$ cat config.mk
export PLATFORM = sky130hd
export DESIGN_NAME = hz_fwd_unit
export DESIGN_NICKNAME = d
export VERILOG_FILES = /design/src/rtl/hz_pkg.sv /design/src/rtl/hz_field_decode.sv /design/src/rtl/hz_stage_match.sv /design/src/rtl/hz_fwd_pick.sv /design/src/rtl/hz_load_guard.sv /design/src/rtl/hz_fwd_unit.sv
export SDC_FILE = /design/constraint.sdc
export NUM_CORES = 1
export LEC_CHECK = 0
export CORE_AREA = 3 3 40 42
export DETAILED_ROUTE_END_ITERATION = 10
export DIE_AREA = 0 0 43 45
export DONT_BUFFER_PORTS = 1
export RECOVER_POWER = 25
export SLEW_MARGIN = 30
export SYNTH_ARGS = -nofsm -noshare
export SYNTH_HDL_FRONTEND = slang
export SYNTH_SLANG_ARGS = --single-unit
$ cat constraint.sdc
create_clock -name vclk -period 1.4
set_clock_uncertainty 0.2 [all_clocks]
set_input_delay 0 -clock vclk [all_inputs]
set_output_delay 0 -clock vclk [all_outputs]
set_load 0.02 [all_outputs]
$ cat src/rtl/hz_pkg.sv
package hz_pkg;
  localparam int OPW = 3;
  localparam logic [OPW-1:0] OP_ADD  = 3'd0;
  localparam logic [OPW-1:0] OP_NAND = 3'd1;
  localparam logic [OPW-1:0] OP_LW   = 3'd2;
  localparam logic [OPW-1:0] OP_SW   = 3'd3;
  localparam logic [OPW-1:0] OP_BEQ  = 3'd4;
  localparam logic [OPW-1:0] OP_NOOP = 3'd7;

  // Operand source select codes, youngest producer has the highest code
  localparam logic [1:0] SRC_RF  = 2'd0;
  localparam logic [1:0] SRC_WB  = 2'd1;
  localparam logic [1:0] SRC_MEM = 2'd2;
  localparam logic [1:0] SRC_EX  = 2'd3;

  function automatic logic op_writes(input logic [OPW-1:0] op);
    return (op == OP_ADD) || (op == OP_NAND) || (op == OP_LW);
  endfunction

  function automatic logic op_reads_a(input logic [OPW-1:0] op);
    return (op == OP_ADD) || (op == OP_NAND) || (op == OP_LW) ||
           (op == OP_SW)  || (op == OP_BEQ);
  endfunction

  function automatic logic op_reads_b(input logic [OPW-1:0] op);
    return (op == OP_ADD) || (op == OP_NAND) || (op == OP_SW) || (op == OP_BEQ);
  endfunction
endpackage

$ cat src/rtl/hz_field_decode.sv
module hz_field_decode
  import hz_pkg::*;
#(
  parameter int IW     = 32,
  parameter int RW     = 3,
  parameter int OP_LSB = 29,
  parameter int A_LSB  = 22,
  parameter int B_LSB  = 16,
  parameter int D_LSB  = 0
) (
  input  logic          valid,
  input  logic [IW-1:0] instr,
  output logic [OPW-1:0] op,
  output logic [RW-1:0] src_a,
  output logic [RW-1:0] src_b,
  output logic          use_a,
  output logic          use_b,
  output logic [RW-1:0] dest,
  output logic          writes
);
  logic [RW-1:0] rtype_dest;

  always_comb begin
    op         = instr[OP_LSB +: OPW];
    src_a      = instr[A_LSB +: RW];
    src_b      = instr[B_LSB +: RW];
    rtype_dest = instr[D_LSB +: RW];
    use_a      = valid && op_reads_a(op);
    use_b      = valid && op_reads_b(op);
    writes     = valid && op_writes(op);
    // Destination position depends on the opcode: load names it in field B
    if (!writes)          dest = '0;
    else if (op == OP_LW) dest = src_b;
    else                  dest = rtype_dest;
  end

  always_comb begin
    if (writes) assert (op != OP_SW && op != OP_BEQ)
      else $error("AST_NO_WRITE_STORE_BRANCH");
  end
endmodule

$ cat src/rtl/hz_stage_match.sv
module hz_stage_match
  import hz_pkg::*;
#(
  parameter int RW = 3
) (
  input  logic           stg_valid,
  input  logic [OPW-1:0] stg_op,
  input  logic [RW-1:0]  stg_dest,
  input  logic           src_used,
  input  logic [RW-1:0]  src_reg,
  output logic           hit
);
  always_comb begin
    hit = src_used && stg_valid && op_writes(stg_op) && (stg_dest == src_reg);
  end
endmodule

$ cat src/rtl/hz_fwd_pick.sv
module hz_fwd_pick #(
  parameter int NSTG = 3,
  localparam int SELW = $clog2(NSTG + 1)
) (
  input  logic [NSTG-1:0] hits,   // index 0 is the youngest stage
  output logic [SELW-1:0] sel
);
  always_comb begin
    sel = '0;
    for (int i = NSTG - 1; i >= 0; i--) begin
      if (hits[i]) sel = SELW'(NSTG - i);
    end
  end

  always_comb begin
    if (sel != '0) begin
      assert (hits[NSTG - int'(sel)])
        else $error("AST_SEL_NAMES_HIT");
      for (int j = 0; j < NSTG; j++) begin
        if (j < NSTG - int'(sel)) assert (!hits[j])
          else $error("AST_YOUNGEST_WINS");
      end
    end else begin
      assert (hits == '0) else $error("AST_RF_ONLY_WHEN_NO_HIT");
    end
  end
endmodule

$ cat src/rtl/hz_load_guard.sv
module hz_load_guard
  import hz_pkg::*;
(
  input  logic           ex_valid,
  input  logic [OPW-1:0] ex_op,
  input  logic           ex_hit_a,
  input  logic           ex_hit_b,
  output logic           stall
);
  always_comb begin
    stall = ex_valid && (ex_op == OP_LW) && (ex_hit_a || ex_hit_b);
  end
endmodule

$ cat src/rtl/hz_fwd_unit.sv
module hz_fwd_unit
  import hz_pkg::*;
#(
  parameter int IW    = 32,
  parameter int NREGS = 8,
  localparam int RW   = $clog2(NREGS),
  localparam int NSTG = 3,
  localparam int NOPS = 2,
  localparam int SELW = $clog2(NSTG + 1)
) (
  input  logic            dec_valid,
  input  logic [IW-1:0]   dec_instr,
  input  logic            ex_valid,
  input  logic [OPW-1:0]  ex_op,
  input  logic [RW-1:0]   ex_dest,
  input  logic            mem_valid,
  input  logic [OPW-1:0]  mem_op,
  input  logic [RW-1:0]   mem_dest,
  input  logic            wb_valid,
  input  logic [OPW-1:0]  wb_op,
  input  logic [RW-1:0]   wb_dest,
  output logic [SELW-1:0] fwd_sel_a,
  output logic [SELW-1:0] fwd_sel_b,
  output logic            hold_front,
  output logic            insert_bubble,
  output logic [RW-1:0]   dec_dest,
  output logic            dec_writes
);
  logic [OPW-1:0] d_op;
  logic [RW-1:0]  d_src [NOPS];
  logic           d_use [NOPS];

  logic           s_valid [NSTG];
  logic [OPW-1:0] s_op    [NSTG];
  logic [RW-1:0]  s_dest  [NSTG];

  logic [NSTG-1:0] hit [NOPS];
  logic [SELW-1:0] sel [NOPS];
  logic            stall;

  hz_field_decode #(.IW(IW), .RW(RW)) u_dec (
    .valid  (dec_valid),
    .instr  (dec_instr),
    .op     (d_op),
    .src_a  (d_src[0]),
    .src_b  (d_src[1]),
    .use_a  (d_use[0]),
    .use_b  (d_use[1]),
    .dest   (dec_dest),
    .writes (dec_writes)
  );

  // Stage order: youngest (execute) first
  always_comb begin
    s_valid[0] = ex_valid;  s_op[0] = ex_op;  s_dest[0] = ex_dest;
    s_valid[1] = mem_valid; s_op[1] = mem_op; s_dest[1] = mem_dest;
    s_valid[2] = wb_valid;  s_op[2] = wb_op;  s_dest[2] = wb_dest;
  end

  for (genvar o = 0; o < NOPS; o++) begin : g_opnd
    for (genvar s = 0; s < NSTG; s++) begin : g_stg
      hz_stage_match #(.RW(RW)) u_match (
        .stg_valid (s_valid[s]),
        .stg_op    (s_op[s]),
        .stg_dest  (s_dest[s]),
        .src_used  (d_use[o]),
        .src_reg   (d_src[o]),
        .hit       (hit[o][s])
      );
    end
    hz_fwd_pick #(.NSTG(NSTG)) u_pick (
      .hits (hit[o]),
      .sel  (sel[o])
    );
  end

  hz_load_guard u_guard (
    .ex_valid (ex_valid),
    .ex_op    (ex_op),
    .ex_hit_a (hit[0][0]),
    .ex_hit_b (hit[1][0]),
    .stall    (stall)
  );

  always_comb begin
    fwd_sel_a     = sel[0];
    fwd_sel_b     = sel[1];
    hold_front    = stall;
    insert_bubble = stall;
  end

  always_comb begin
    if (!d_use[0]) assert (fwd_sel_a == SRC_RF) else $error("AST_UNREAD_A_RF");
    if (!d_use[1]) assert (fwd_sel_b == SRC_RF) else $error("AST_UNREAD_B_RF");
    if (hold_front) assert (ex_valid && ex_op == OP_LW)
      else $error("AST_STALL_NEEDS_EX_LOAD");
    if (hold_front) assert (fwd_sel_a == SRC_EX || fwd_sel_b == SRC_EX)
      else $error("AST_STALL_POINTS_AT_EX");
    if (!dec_valid) assert (!hold_front && !dec_writes && fwd_sel_a == SRC_RF && fwd_sel_b == SRC_RF)
      else $error("AST_EMPTY_DECODE_QUIET");
  end
endmodule

Word-level counts from Yosys, hierarchy flattened --
Index checks and enable logic that the tools add are counted. Widths: inputs -> output; s select.
Word-level totals: word-level logic and storage cells 64, bits in registers 0, input bits 54, output and inout bits 10
Cells by class: equal/unequal tests 16, reduce and logical (&&, ||, !) cells 40, mux-type cells 8
Operators by type and width (count):
- $logic_and 1x1->1 | 23
- $eq 3x3->1 | 6
- $eq 3x2->1 const B | 5
- $logic_or 1x1->1 | 13
- $eq 3x1->1 const B | 4
- $logic_not 3->1 | 4
- $mux 2 | 4
- $mux 3 | 2
- $eq 3x3->1 const B | 1
- $mux 1 | 2

Longest topological paths before layout --
Gate-level depths: netlist of run 1.
depth in word-level cells 12, depth in mapped cells 6

Cells and area by module --
From an unflattened synthesis of run 1, not the netlist that was laid out.
Unflattened totals: cell total of the unflattened synthesis 77, area, all modules 540.5 um^2
By module, submodules not included:
- hz_stage_match | seq. area each 0.0 um^2, times used 6, cells an instance 7, area an instance 50.0 um^2
- hz_field_decode | seq. area each 0.0 um^2, times used 1, cells an instance 25, area an instance 177.7 um^2
- hz_fwd_pick | seq. area each 0.0 um^2, times used 2, cells an instance 3, area an instance 17.5 um^2
- hz_load_guard | seq. area each 0.0 um^2, times used 1, cells an instance 3, area an instance 20.0 um^2
- hz_fwd_unit | seq. area each 0.0 um^2, times used 1, cells an instance 1, area an instance 7.5 um^2

Worst setup path after synthesis of run 1 --
Ideal clock, no wire load.
kind in2out, start point in dec_instr[30], end point out insert_bubble, data required time 1200 ps, cell stages on the path 6, arrival time 1248 ps, buffers on the path 2, slack -48 ps, cell sequence clkbuf_2 mux2i_1 nand2_1 or4_4 a21oi_2 buf_4
Between the ends: word-level cells in the longest chain between the ends 11, elaborated cells between the ends (all ways) 21, those cells by class 4 x eq/ne; 17 x reduce/logical
Ends and longest elaborated chain:
- from (decl) | line hz_fwd_unit.sv:12 | input logic [IW-1:0] dec_instr,
- $eq 3x1->1 or $logic_not 3->1 (tied branches) | line hz_pkg.sv:21, hz_pkg.sv:26
- $logic_or 1x1->1 | line hz_pkg.sv:21, hz_pkg.sv:26
- $logic_or 1x1->1 (2 in a row) | line hz_pkg.sv:21 | return (op == OP_ADD) || (op == OP_NAND) || (op == OP_LW) ||
- $logic_or 1x1->1 | line hz_pkg.sv:22 | (op == OP_SW) || (op == OP_BEQ);
- $logic_and 1x1->1 | line hz_field_decode.sv:28 | use_a = valid && op_reads_a(op);
- $logic_and 1x1->1 (3 in a row) | line hz_stage_match.sv:14 | hit = src_used && stg_valid && op_writes(stg_op) && (stg_dest == src_reg);
- $logic_or 1x1->1 (*) | line hz_load_guard.sv:11 | stall = ex_valid && (ex_op == OP_LW) && (ex_hit_a || ex_hit_b);
- $logic_and 1x1->1 (*) | line hz_load_guard.sv:11
- to (decl) | line hz_fwd_unit.sv:25 | output logic insert_bubble,
Mark *: on every way between the ends. The rest lies on a longest branch, timed or not.

Worst setup path after layout of run 1 --
start point in ex_valid, end point out insert_bubble
Between the ends: word-level cells in the longest chain between the ends 5, elaborated cells between the ends (all ways) 9, those cells by class 9 x reduce/logical
Ends and longest elaborated chain:
- from (decl) | line hz_fwd_unit.sv:13 | input logic ex_valid,
- $logic_and 1x1->1 (3 in a row) | line hz_stage_match.sv:14
- $logic_or 1x1->1 | line hz_load_guard.sv:11
- $logic_and 1x1->1 (*) | line hz_load_guard.sv:11
Marks and branches as above.

==> impl_metrics.csv, run 1 <==
group,metric,value,unit
global_route,antenna_found_initial,0,
floorplan,core_area,1280,µm²
logic_synthesis,syn_inst,60,
flow_run,drv_cap,0,
setup_path,path_cells,"nor2b_1, nand2_1, or4_4, a21oi_4",
timing,finalSetupViolCount,0,
timing,maxClockFrequency,0.749,GHz
timing,tightest_slew,0.478,ns
placed_design,io_buffers,0,
global_route,grt_pass1_vias,415,
layout,syn2layout_area_growth,23.5,%
layout,clkbuf_count,0,
hold_path,hold_class,"input pin to output port",
global_route,met1_usage,13.6,%
setup_path,crit_path_end_kind,"output port",
layout,diodes,0,
timing,tns,0,ns
route,first_pass_iters,2,
logic_synthesis,yosysTopAreaCellShare,25.6,%
layout,final_util,39.4,%
logic_synthesis,yosysTopAreaCell,"xnor2_1",
global_route,use_met3,2.79,%
route,post-route-drc-count,0,
timing,timing.hold.ws,0.00952,ns
run_status,outcome,"completed",
logic_synthesis,synth_area,410,µm²
timing,slew_violations,0,
layout,regArea,0,µm²
route,drt_iter0_drc,4,
placed_design,place_ws,0.0530,ns
placed_design,place_congestion,0.705,
setup_path,start_kind,"input pin",
floorplan,start_util,31.9,%
floorplan,rows,13,
route,routed_wirelength,1140,µm
layout,fin_nets,123,
setup_path,endpoint,"insert_bubble",
layout,seq_cells,0,
floorplan,die_h,45,µm
power,powerDensity,216,nW/µm²
global_route,top_usage_layer,"met2",
global_route,grt_use_total,11.4,%
timing,finalHoldViolations,0,
global_route,met2_usage,22.2,%
timing,fin_crit,1.33,ns
layout,n_fill_cell,141,
logic_synthesis,yosysWarnings,0,
logic_synthesis,ys_seq_area_share,0,%
setup_path,arrival,1.13,ns
route,vias,437,
timing,worst_slack,0.0651,ns
floorplan,die_w,43,µm
power,peakVddDrop,0.0679,mV
setup_path,cp.required,1.20,ns
logic_synthesis,synth.avg_cell_area,6.84,µm²
layout,multi_input_comb_area,398,µm²
logic_synthesis,synthesis.nets,114,
setup_path,slowest_stage,"or4_4",
placed_design,hpwlAfterDp,950,µm
setup_path,startpoint,"ex_valid",
global_route,grt_pass1_wl,1750,µm
timing,slew_headroom,68.2,%
clock_tree,postCtsSetupBuffers,0,
setup_path,criticalPathCategory,"input pin to output port",
logic_synthesis,synth_common_cells,"12 x xnor2_1, 6 x nand2_1, 6 x xor2_1",
route,via_per_inst,5.33,
timing,fin_crit_sh,95.3,%
logic_synthesis,ys_types,21,
global_route,grt-ovfl-total,0,
floorplan,die-area,1940,µm²
timing,rsz0062_at_grt,"false",
route,ant_nets,0,
route,wl_per_cell,13.9,µm
logic_synthesis,ys_top_cells_by_area,"xnor2_1 26%, xor2_1 13%, nand3b_1 7.3%",
floorplan,boundaryPins,64,
global_route,grt_max_degree,10,
setup_path,max_stage_delay,0.56,ns
setup_path,cp_max_fo,3,
layout,drive_above_1_share,8.96,%
logic_synthesis,synth_most_common_cell,"xnor2_1",
power,leakage,0.176,nW
critical path, delay by kind of cell:
| family | cells | cell delay [ns] |
|---|---|---|
| simple gates | 3 | 0.80 |
| compound gates | 1 | 0.33 |
cell families (layout without fill, tap and decap cells):
kind of cell | after synthesis | after routing | share of synthesized area [%]
buffers and inverters | 4 | 11 | 4.88
AOI/OAI and AO/OA | 12 | 12 | 18.0
xor gates and xnor gates | 18 | 18 | 38.4
and+or+nand+nor | 25 | 25 | 36.3
muxes | 1 | 1 | 2.44
per-stage QoR:
stage	total power, mW	area (µm²)	cells
final	0.109	507	82
after global routing	0.122	507	82
after floorplan	0.0868	418	60
after detailed placement	0.0954	447	76
after global placement	0.0941	447	76
after CTS	0.109	507	82
final cells by class:
class	instances	share of cell area [%]
multi-input cells	56	78.5
repair buffers	9	16.3
inverters	2	1.48
well taps	15	3.70
report_power, final:
group          switching [mW]  leakage [nW]  internal, mW
clock                       0             0             0
sequential                  0             0             0
combinational          0.0472         0.176        0.0620
cell usage in the layout, fill, tap and decap left out, drive strengths merged:
master / synthesis / final
nor2b: 1 / 1
o21ai: 3 / 3
a211oi: 2 / 2
o31ai: 2 / 2
nand2: 6 / 6
dlygate4sd3: 0 / 6
nand4: 2 / 2
mux2i: 1 / 1
nor2: 2 / 2
nand2b: 4 / 4
and3: 2 / 2
xor2: 6 / 6
xnor2: 12 / 12
buf: 1 / 3
or4: 2 / 2
a21oi: 5 / 5
nand3: 2 / 2
nand3b: 4 / 4
inv: 2 / 2
how the worst min path moves through the flow:
stage,startpoint,end,slack [ns],cells after the start
finish,dec_instr[30],dec_dest[0],0.01,2
global route,dec_instr[30],dec_dest[1],0.01,2
CTS,dec_instr[30],dec_dest[0],0.01,2
detailed placement,dec_instr[29],dec_writes,-0.07,1
global placement,dec_instr[29],dec_writes,-0.07,1
floorplan,dec_instr[29],dec_writes,-0.07,1
what timing repair did:
action	CTS	global route
hold buffers	6	0
endpoints found under the setup margin	0	3
resized for setup	0	1
endpoints found under the hold margin	6	0
metal layers:
layer | wire length (µm) | part of all wire [%] | up-vias
met5 | 0 | 0 | -
met4 | 0 | 0 | 0
met3 | 146 | 13 | 0
met2 | 548 | 48 | 27
met1 | 447 | 39 | 187
li1 | - | - | 223
(Power assumes the default switching activity.)
==> run 2: changes to the inputs <==
Clock period 1.4 ns to 1.55 ns, I/O delays scaled along.
==> impl_metrics.csv, run 2 (synthesis gave the netlist of run 1 again) <==
group,metric,value,unit
layout,syn2layout_area_growth,21.0,%
floorplan,die-area,1940,µm²
clock_tree,cts_resized,0,
setup_path,arrival,1.11,ns
timing,slew_headroom,56.3,%
setup_path,slowest_stage,"or4_4",
hold_path,hold_class,"input pin to output port",
setup_path,cp_max_fo,3,
placed_design,place_congestion,0.699,
global_route,grt-ovfl-total,0,
layout,drive_above_1_share,10.4,%
setup_path,max_stage_delay,0.55,ns
run_status,outcome,"completed",
global_route,grt_pass1_wl,1680,µm
flow_run,drv_cap,0,
route,first_pass_iters,4,
global_route,grt_use_total,11.0,%
route,wl_met3,161,µm
layout,final_cell_mix,"12 x xnor2_1, 6 x nand2_1, 6 x xor2_1",
timing,slew_violations,0,
power,powerDensity,193,nW/µm²
global_route,antenna_found_initial,0,
power,peakVddDrop,0.0615,mV
route,via_per_inst,5.37,
timing,finalSetupViolCount,0,
power,leakage,0.178,nW
layout,fin_nets,123,
floorplan,rows,13,
global_route,grt_max_degree,10,
setup_path,start_kind,"input pin",
setup_path,path_cells,"nor2b_1, nand2_1, or4_4, a21oi_2, buf_4",
setup_path,crit_buf_inv,1,
layout,multi_input_comb_area,390,µm²
route,post-route-drc-count,0,
timing,timing.hold.ws,0.00840,ns
placed_design,place_ws,0.233,ns
floorplan,boundaryPins,64,
hold_path,hold_depth,2,
setup_path,startpoint,"ex_valid",
route,vias,440,
timing,maxClockFrequency,0.766,GHz
setup_path,cp_num_cells,5,
floorplan,start_util,31.9,%
floorplan,die_w,43,µm
layout,diodes,0,
timing,fin_crit_sh,84.3,%
layout,n_fill_cell,127,
placed_design,dp.cells,77,
layout,seq_cells,0,
setup_path,worst_path_dominant_cell_family,"simple AND/OR/NAND/NOR gates",
layout,regArea,0,µm²
placed_design,io_buffers,0,
setup_path,crit_path_end_kind,"output port",
floorplan,core_area,1280,µm²
layout,layout_commonest_cell,"xnor2_1",
route,top_layer,"met3",
route,wirelength_met1,398,µm
timing,finalHoldViolations,0,
global_route,grt_pass1_vias,399,
timing,tightest_slew,0.649,ns
floorplan,die_h,45,µm
setup_path,cp.required,1.35,ns
timing,worst_slack,0.244,ns
clock_tree,postCtsSetupBuffers,0,
layout,finalNonFillerCells,82,
hold_path,timing.hold.worst.start,"dec_instr[30]",
layout,final_util,38.7,%
placed_design,hpwlAfterDp,968,µm
route,routed_wirelength,1160,µm
route,wl_per_cell,14.2,µm
timing,fin_crit,1.31,ns
setup_path,criticalPathCategory,"input pin to output port",
route,route.met2.wl,603,µm
timing,tns,0,ns
layout,clkbuf_count,0,
timing,rsz0062_at_grt,"false",
route,drt_iter0_drc,2,
clock_tree,cts_hold_buf,5,
route,ant_nets,0,
==> run 2: cell type report <==
type	count	area share (%)
Tap cell	15	3.78
Multi-Input combinational cell	56	78.6
Timing Repair Buffer	9	16.1
Inverter	2	1.51
==> run 2: final timing paths <==
| kind | endpoint |
|---|---|
| max | insert_bubble |
| min | dec_dest[0] |
==> run 2: through the flow <==
step | total power, mW | instance area [µm²]
6_report | 0.0961 | 497
5_1_grt | 0.106 | 497
4_1_cts | 0.0959 | 497
3_5_place_dp | 0.0857 | 447
3_3_place_gp | 0.0839 | 447
2_1_floorplan | 0.0780 | 410
==> run 2: layer usage <==
metal | track usage (%) | vias to the layer above
met5 | 0 | -
met4 | 0 | 0
met3 | 2.39 | 0
met2 | 22.2 | 26
met1 | 12.6 | 191
li1 | - | 223
==> run 2: power by group <==
group	switching, mW	internal [mW]
Clock	0	0
Sequential	0	0
Combinational	0.0418	0.0543
Total	0.0418	0.0543
